## src/rtl/nib_ser_pkg.sv

```systemverilog
package nib_ser_pkg;
  localparam int NIB_W   = 4;
  localparam int FRAME_W = 4 * NIB_W;
  localparam int BIT_W   = $clog2(FRAME_W);
  localparam logic [NIB_W-1:0] HDR_RD   = 4'b1110;
  localparam logic [NIB_W-1:0] HDR_WR   = 4'b1010;
  localparam logic [NIB_W-1:0] HDR_WDAT = 4'b1001;
endpackage

```

## src/rtl/nsm_div.sv

```systemverilog
module nsm_div #(
  parameter int HALF = 4
) (
  input  logic clk_i,
  input  logic rst_ni,
  input  logic run_i,
  output logic tick_o
);
  localparam int CW = (HALF > 1) ? $clog2(HALF) : 1;
  logic [CW-1:0] cnt_q;

  assign tick_o = run_i && (cnt_q == CW'(HALF - 1));

  always_ff @(posedge clk_i or negedge rst_ni) begin
    if (!rst_ni)     cnt_q <= '0;
    else if (!run_i) cnt_q <= '0;
    else if (tick_o) cnt_q <= '0;
    else             cnt_q <= cnt_q + 1'b1;
  end
endmodule

```

## src/rtl/nsm_frame.sv

```systemverilog
module nsm_frame
  import nib_ser_pkg::*;
(
  input  logic              write_i,
  input  logic [NIB_W-1:0]  addr_i,
  input  logic [NIB_W-1:0]  wdata_i,
  output logic [FRAME_W-1:0] bits_o,
  output logic [FRAME_W-1:0] oe_o
);
  always_comb begin
    if (write_i) begin
      bits_o = {HDR_WR, addr_i, HDR_WDAT, wdata_i};
      oe_o   = '1;
    end else begin
      bits_o = {HDR_RD, addr_i, {(2*NIB_W){1'b0}}};
      oe_o   = {{(2*NIB_W){1'b1}}, {(2*NIB_W){1'b0}}};
    end
  end
endmodule

```

## src/rtl/nib_ser_master.sv

```systemverilog
module nib_ser_master
  import nib_ser_pkg::*;
#(
  parameter int DIV_HALF = 4
) (
  input  logic             clk_i,
  input  logic             rst_ni,
  input  logic             ce_i,
  input  logic             req_valid_i,
  output logic             req_ready_o,
  input  logic             req_write_i,
  input  logic [NIB_W-1:0] req_addr_i,
  input  logic [NIB_W-1:0] req_wdata_i,
  output logic             done_o,
  output logic [NIB_W-1:0] rdata_o,
  output logic             err_o,
  output logic             sclk_o,
  output logic             sdo_o,
  output logic             sdo_oe_o,
  input  logic             sdi_i
);
  logic               busy_q, phase_q, done_q, err_q, tick;
  logic [BIT_W-1:0]   bit_q;
  logic [FRAME_W-1:0] tx_q, oe_q, frm_bits, frm_oe;
  logic [NIB_W-1:0]   rx_q, rdata_q;

  nsm_div #(.HALF(DIV_HALF)) u_div (
    .clk_i (clk_i),
    .rst_ni(rst_ni),
    .run_i (busy_q),
    .tick_o(tick)
  );

  nsm_frame u_frame (
    .write_i(req_write_i),
    .addr_i (req_addr_i),
    .wdata_i(req_wdata_i),
    .bits_o (frm_bits),
    .oe_o   (frm_oe)
  );

  always_ff @(posedge clk_i or negedge rst_ni) begin
    if (!rst_ni) begin
      busy_q  <= 1'b0;
      phase_q <= 1'b0;
      done_q  <= 1'b0;
      err_q   <= 1'b0;
      bit_q   <= '0;
      tx_q    <= '0;
      oe_q    <= '0;
      rx_q    <= '0;
      rdata_q <= '0;
    end else begin
      done_q <= 1'b0;
      err_q  <= 1'b0;
      if (!busy_q) begin
        if (req_valid_i) begin
          if (!ce_i) err_q <= 1'b1;
          else begin
            busy_q  <= 1'b1;
            phase_q <= 1'b0;
            bit_q   <= '0;
            tx_q    <= frm_bits;
            oe_q    <= frm_oe;
            rx_q    <= '0;
          end
        end
      end else if (tick) begin
        if (!phase_q) begin
          phase_q <= 1'b1;
          // line released: sample on rising edge, keep the last nibble
          if (!oe_q[FRAME_W-1]) rx_q <= {rx_q[NIB_W-2:0], sdi_i};
        end else begin
          phase_q <= 1'b0;
          if (bit_q == BIT_W'(FRAME_W - 1)) begin
            busy_q  <= 1'b0;
            done_q  <= 1'b1;
            rdata_q <= rx_q;
            tx_q    <= '0;
            oe_q    <= '0;
          end else begin
            bit_q <= bit_q + 1'b1;
            tx_q  <= tx_q << 1;
            oe_q  <= oe_q << 1;
          end
        end
      end
    end
  end

  assign req_ready_o = !busy_q;
  assign sclk_o      = busy_q && phase_q;
  assign sdo_o       = tx_q[FRAME_W-1];
  assign sdo_oe_o    = busy_q && oe_q[FRAME_W-1];
  assign done_o      = done_q;
  assign err_o       = err_q;
  assign rdata_o     = rdata_q;
endmodule

```

## config.mk

```make
export PLATFORM = sky130hd
export DESIGN_NAME = nib_ser_master
export DESIGN_NICKNAME = d
export VERILOG_FILES = /design/src/rtl/nib_ser_pkg.sv /design/src/rtl/nsm_div.sv /design/src/rtl/nsm_frame.sv /design/src/rtl/nib_ser_master.sv
export SDC_FILE = /design/constraint.sdc
export NUM_CORES = 1
export LEC_CHECK = 0
export BUFFER_PORTS_ARGS = -buffer_cell sky130_fd_sc_hd__buf_2
export CAP_MARGIN = 20
export CELL_PAD_IN_SITES_DETAIL_PLACEMENT = 0
export CELL_PAD_IN_SITES_GLOBAL_PLACEMENT = 1
export CORE_MARGIN = 2
export CORE_UTILIZATION = 45
export CTS_BUF_LIST = sky130_fd_sc_hd__clkbuf_4
export DETAILED_ROUTE_END_ITERATION = 10
export GPL_ROUTABILITY_DRIVEN = 0
export PLACE_DENSITY = 0.87
export SKIP_LAST_GASP = 1
export SYNTH_ARGS = -nofsm -noshare
export SYNTH_HDL_FRONTEND = slang
export SYNTH_SLANG_ARGS = --single-unit
```

## constraint.sdc

```tcl
create_clock -name clk_i -period 1.8 [get_ports clk_i]
set_input_delay 0.18 -clock clk_i [delete_from_list [all_inputs] [get_ports clk_i]]
set_output_delay 0.18 -clock clk_i [all_outputs]
set_load 0.1 [all_outputs]
```

==> impl_metrics.py <==
metrics = {
    "status": {
        "status": "finished, final reports clean",
    },
    "timing": {
        "post-route-period-util_pct": 95.28,
        "finalCriticalPeriod_ns": 1.715,
        "finalClockSkew_ns": 0.01592,
        "worst_pin_slew_ns": 0.4944,
        "slew_viol_final": 0,
        "rsz0062_at_grt": "true",
        "worst_slack_ns": 0.08493,
        "relSlewSlack_pct": 67.27,
        "finalSetupViolations": 0,
        "max_freq_ghz": 0.5831,
        "hold_viol_final": 0,
    },
    "placed_design": {
        "dp_cells": 294,
        "hpwlAfterDp_mm": 3.025,
        "dp_slack_ns": 0.07582,
        "place.port_buffers": 23,
    },
    "global_routing": {
        "grt_util_all_layers_pct": 18.70,
        "grt_pass1_vias": 1690,
        "overflow": 0,
        "grt_max_degree": 28,
        "antenna_found_initial": 0,
        "grt_pass1_wl_mm": 7.990,
    },
    "clocking": {
        "clock_sinks": 50,
        "post_cts_buffers": 0,
        "cts_root_buf": "clkbuf_4",
        "clock_latency_ns": 0.37,
        "clkTransAtPathRegs_ns": 0.13,
        "cts_tree": "done",
        "cts_buffers": 5,
        "cts_max_path_buffers": 2,
        "h-tree-depth": 2,
    },
    "flow_run": {
        "cap_violations": 0,
    },
    "yosys": {
        "synth_seq_area_share_pct": 55.43,
        "synth_compound_area_share_pct": 18.57,
        "netlist_area_um2": 2257,
        "synth_edf_count": 0,
        "synth_top_family_by_area": "compound AO/OA/AOI/OAI gates",
        "netlist_instances": 208,
        "synthAdderAreaFrac_pct": 1.109,
        "syn-num-nets": 224,
        "synth-main-ff-cell": "dfrtp_1",
        "synth-warning-count": 0,
        "ys_ff_latch": 50,
        "synth.area.mux_share_pct": 2.494,
        "avgSynthCellArea_um2": 10.85,
        "synth_cell_types": 40,
        "async_flop_share_pct": 100.0,
        "synth-xor-area-share_pct": 0.3880,
        "synth-simple-area-share_pct": 16.35,
    },
    "power_and_ir_drop": {
        "p_total_w": 0.004907,
        "irDropWorstVdd_mv": 1.110,
        "clkPwrFrac_pct": 13.7,
        "powerDensity_nw_per_um2": 1904,
        "p_int_w": 0.002835,
        "leakagePower_nw": 1.159,
        "switching_share_pct": 42.22,
        "pwr-share-seq_pct": 39.9,
        "p_switching_w": 0.002072,
        "combPwrFrac_pct": 46.5,
    },
    "final_layout": {
        "fillers": 433,
        "instances_no_fill": 303,
        "drive_gt1_share_pct": 25.85,
        "area_growth_pct": 14.19,
        "diodes": 0,
        "fin_nets": 251,
    },
    "setup_path": {
        "required_ns": 1.62,
        "crit_buf_inv": 3,
        "startpoint_type": "flip-flop",
        "critical-path-max-stage-delay_ns": 0.54,
        "critPathKind": "flip-flop to output port",
        "cp_slowest_cell": "dfrtp_1",
        "critical-path-top-delay-family": "buffers and inverters",
        "worstSetupEndpointType": "output port",
        "cp_max_fo": 13,
        "worstPathCellList": "buf_4 > inv_2 > buf_6",
        "cp_data_arrival_time_ns": 1.54,
    },
    "floorplanning": {
        "num_rows": 25,
        "core-area_um2": 4786,
        "die_area_um2": 5599,
        "io_pins": 24,
        "dieHeight_um": 74.83,
        "start_util_pct": 47.16,
        "die_x_um": 74.83,
    },
    "drt": {
        "firstDrtPassIters": 4,
        "remaining_drc_errors": 0,
        "ant_nets": 0,
        "first_iter_violations": 98,
        "num_vias": 1684,
        "via_per_inst": 5.558,
        "wl_per_cell_um": 14.90,
        "wl_mm": 4.514,
    },
    "hold_path": {
        "hp-class": "input pin to flip-flop",
    },
}
[state kept, by name, indices dropped and copies added (netlist names)]
| register | count |
|---|---|
| oe_q | 16 |
| tx_q | 16 |
| bit_q | 4 |
| rdata_o | 4 |
| rx_q | 4 |
| u_div.cnt_q | 2 |
| busy_q | 1 |
| done_o | 1 |
| err_o | 1 |
| phase_q | 1 |
[power groups by stage]
stage	clock [W]	combinational (W)	sequential, W
finish	0.000672	0.00228	0.00196
global route	0.000731	0.00251	0.00203
CTS	0.000688	0.00230	0.00195
detailed placement	0	0.00229	0.00197
global placement	0	0.00224	0.00196
floorplan	0	0.00148	0.00227
[worst paths after layout]
kind                                 from  slack [ns]             end  depth (start not counted)
setup / recovery                   busy_q        0.08     req_ready_o                          3
hold / removal                       ce_i       0.004           err_o                          2
setup reg to reg           u_div.cnt_q[0]        0.20      rdata_o[0]                          4
hold reg to reg            u_div.cnt_q[0]        0.46  u_div.cnt_q[0]                          1
max in group asynchronous          rst_ni        1.21        bit_q[0]                          3
min in group asynchronous          rst_ni        0.33         tx_q[2]                          3
[through the flow]
step,hold slack (ns),instance area [um^2],util [%],TNS [ns]
4_1_cts,0.001668,2562,53.54,0
2_1_floorplan,-0.1156,2257,-,0
6_report,0.004373,2577,53.86,0
3_5_place_dp,0.1932,2467,51.56,0
3_3_place_gp,0.1915,2467,51.56,0
5_1_grt,0.01080,2577,53.86,-0.01399
[cell usage after synthesis (all sizes together), types with 2 or more instances]
master	n	area (um^2)
dfrtp	50	1251
a21oi	25	125.1
nand3	20	110.1
nor3	20	100.1
buf	16	108.9
a2bb2oi	9	78.83
nand2	8	30.03
nor2	6	30.03
o21ai	6	37.54
inv	5	18.76
mux2	5	56.30
a21bo	4	40.04
a31oi	4	25.02
a22o	3	26.28
a32oi	3	26.28
and3	3	20.02
a22oi	2	20.02
and2	2	12.51
ha	2	25.02
nand2b	2	12.51
nand4	2	12.51
[layout by cell type, fill, tap and decap left out, drive strengths merged, types with 3 or more instances in the layout]
| master | Yosys | final |
|---|---|---|
| a31oi | 4 | 4 |
| a22o | 3 | 3 |
| a21oi | 25 | 25 |
| nor2 | 6 | 6 |
| and3 | 3 | 3 |
| clkbuf | 0 | 7 |
| buf | 16 | 35 |
| a2bb2oi | 9 | 9 |
| nand3 | 20 | 20 |
| nand2 | 8 | 8 |
| inv | 5 | 5 |
| dfrtp | 50 | 50 |
| nor3 | 20 | 20 |
| a32oi | 3 | 3 |
| o21ai | 6 | 6 |
| mux2 | 5 | 5 |
| a21bo | 4 | 4 |
[metal layers]
layer / track usage [%] / vias up / part of all wire [%]
met5: 0 / - / 0
met4: 6.746 / 0 / 1.6
met3: 3.882 / 7 / 3.8
met2: 27.49 / 29 / 46
met1: 27.54 / 832 / 48
li1: - / 816 / -
[kinds of logic after synthesis]
group | after synthesis
AND/OR/NAND/NOR | 68
AO/OA/AOI/OAI | 61
flip-flops | 50
buffers and inverters | 21
multiplexers | 5
adder cells (fa/ha/maj) | 2
XOR/XNOR | 1
[repair_timing]
item,CTS,global route
endpoints found under the setup margin,1,4
resized for setup,1,3
hold buffers,1,0
hold endpoints to repair,50,0
[area by class of cell]
type                            count  area, um^2  share of cell area, %
Tap cell                           67       83.83                  3.252
Clock buffer                        7       52.55                  2.039
Timing Repair Buffer               36       251.5                  9.757
Sequential cell                    50        1251                  48.54
Multi-Input combinational cell    137       889.6                  34.51
Inverter                            5       18.77                 0.7282
Clock inverter                      1       30.03                  1.165
No activity file was read; power rests on OpenSTA's default activity.
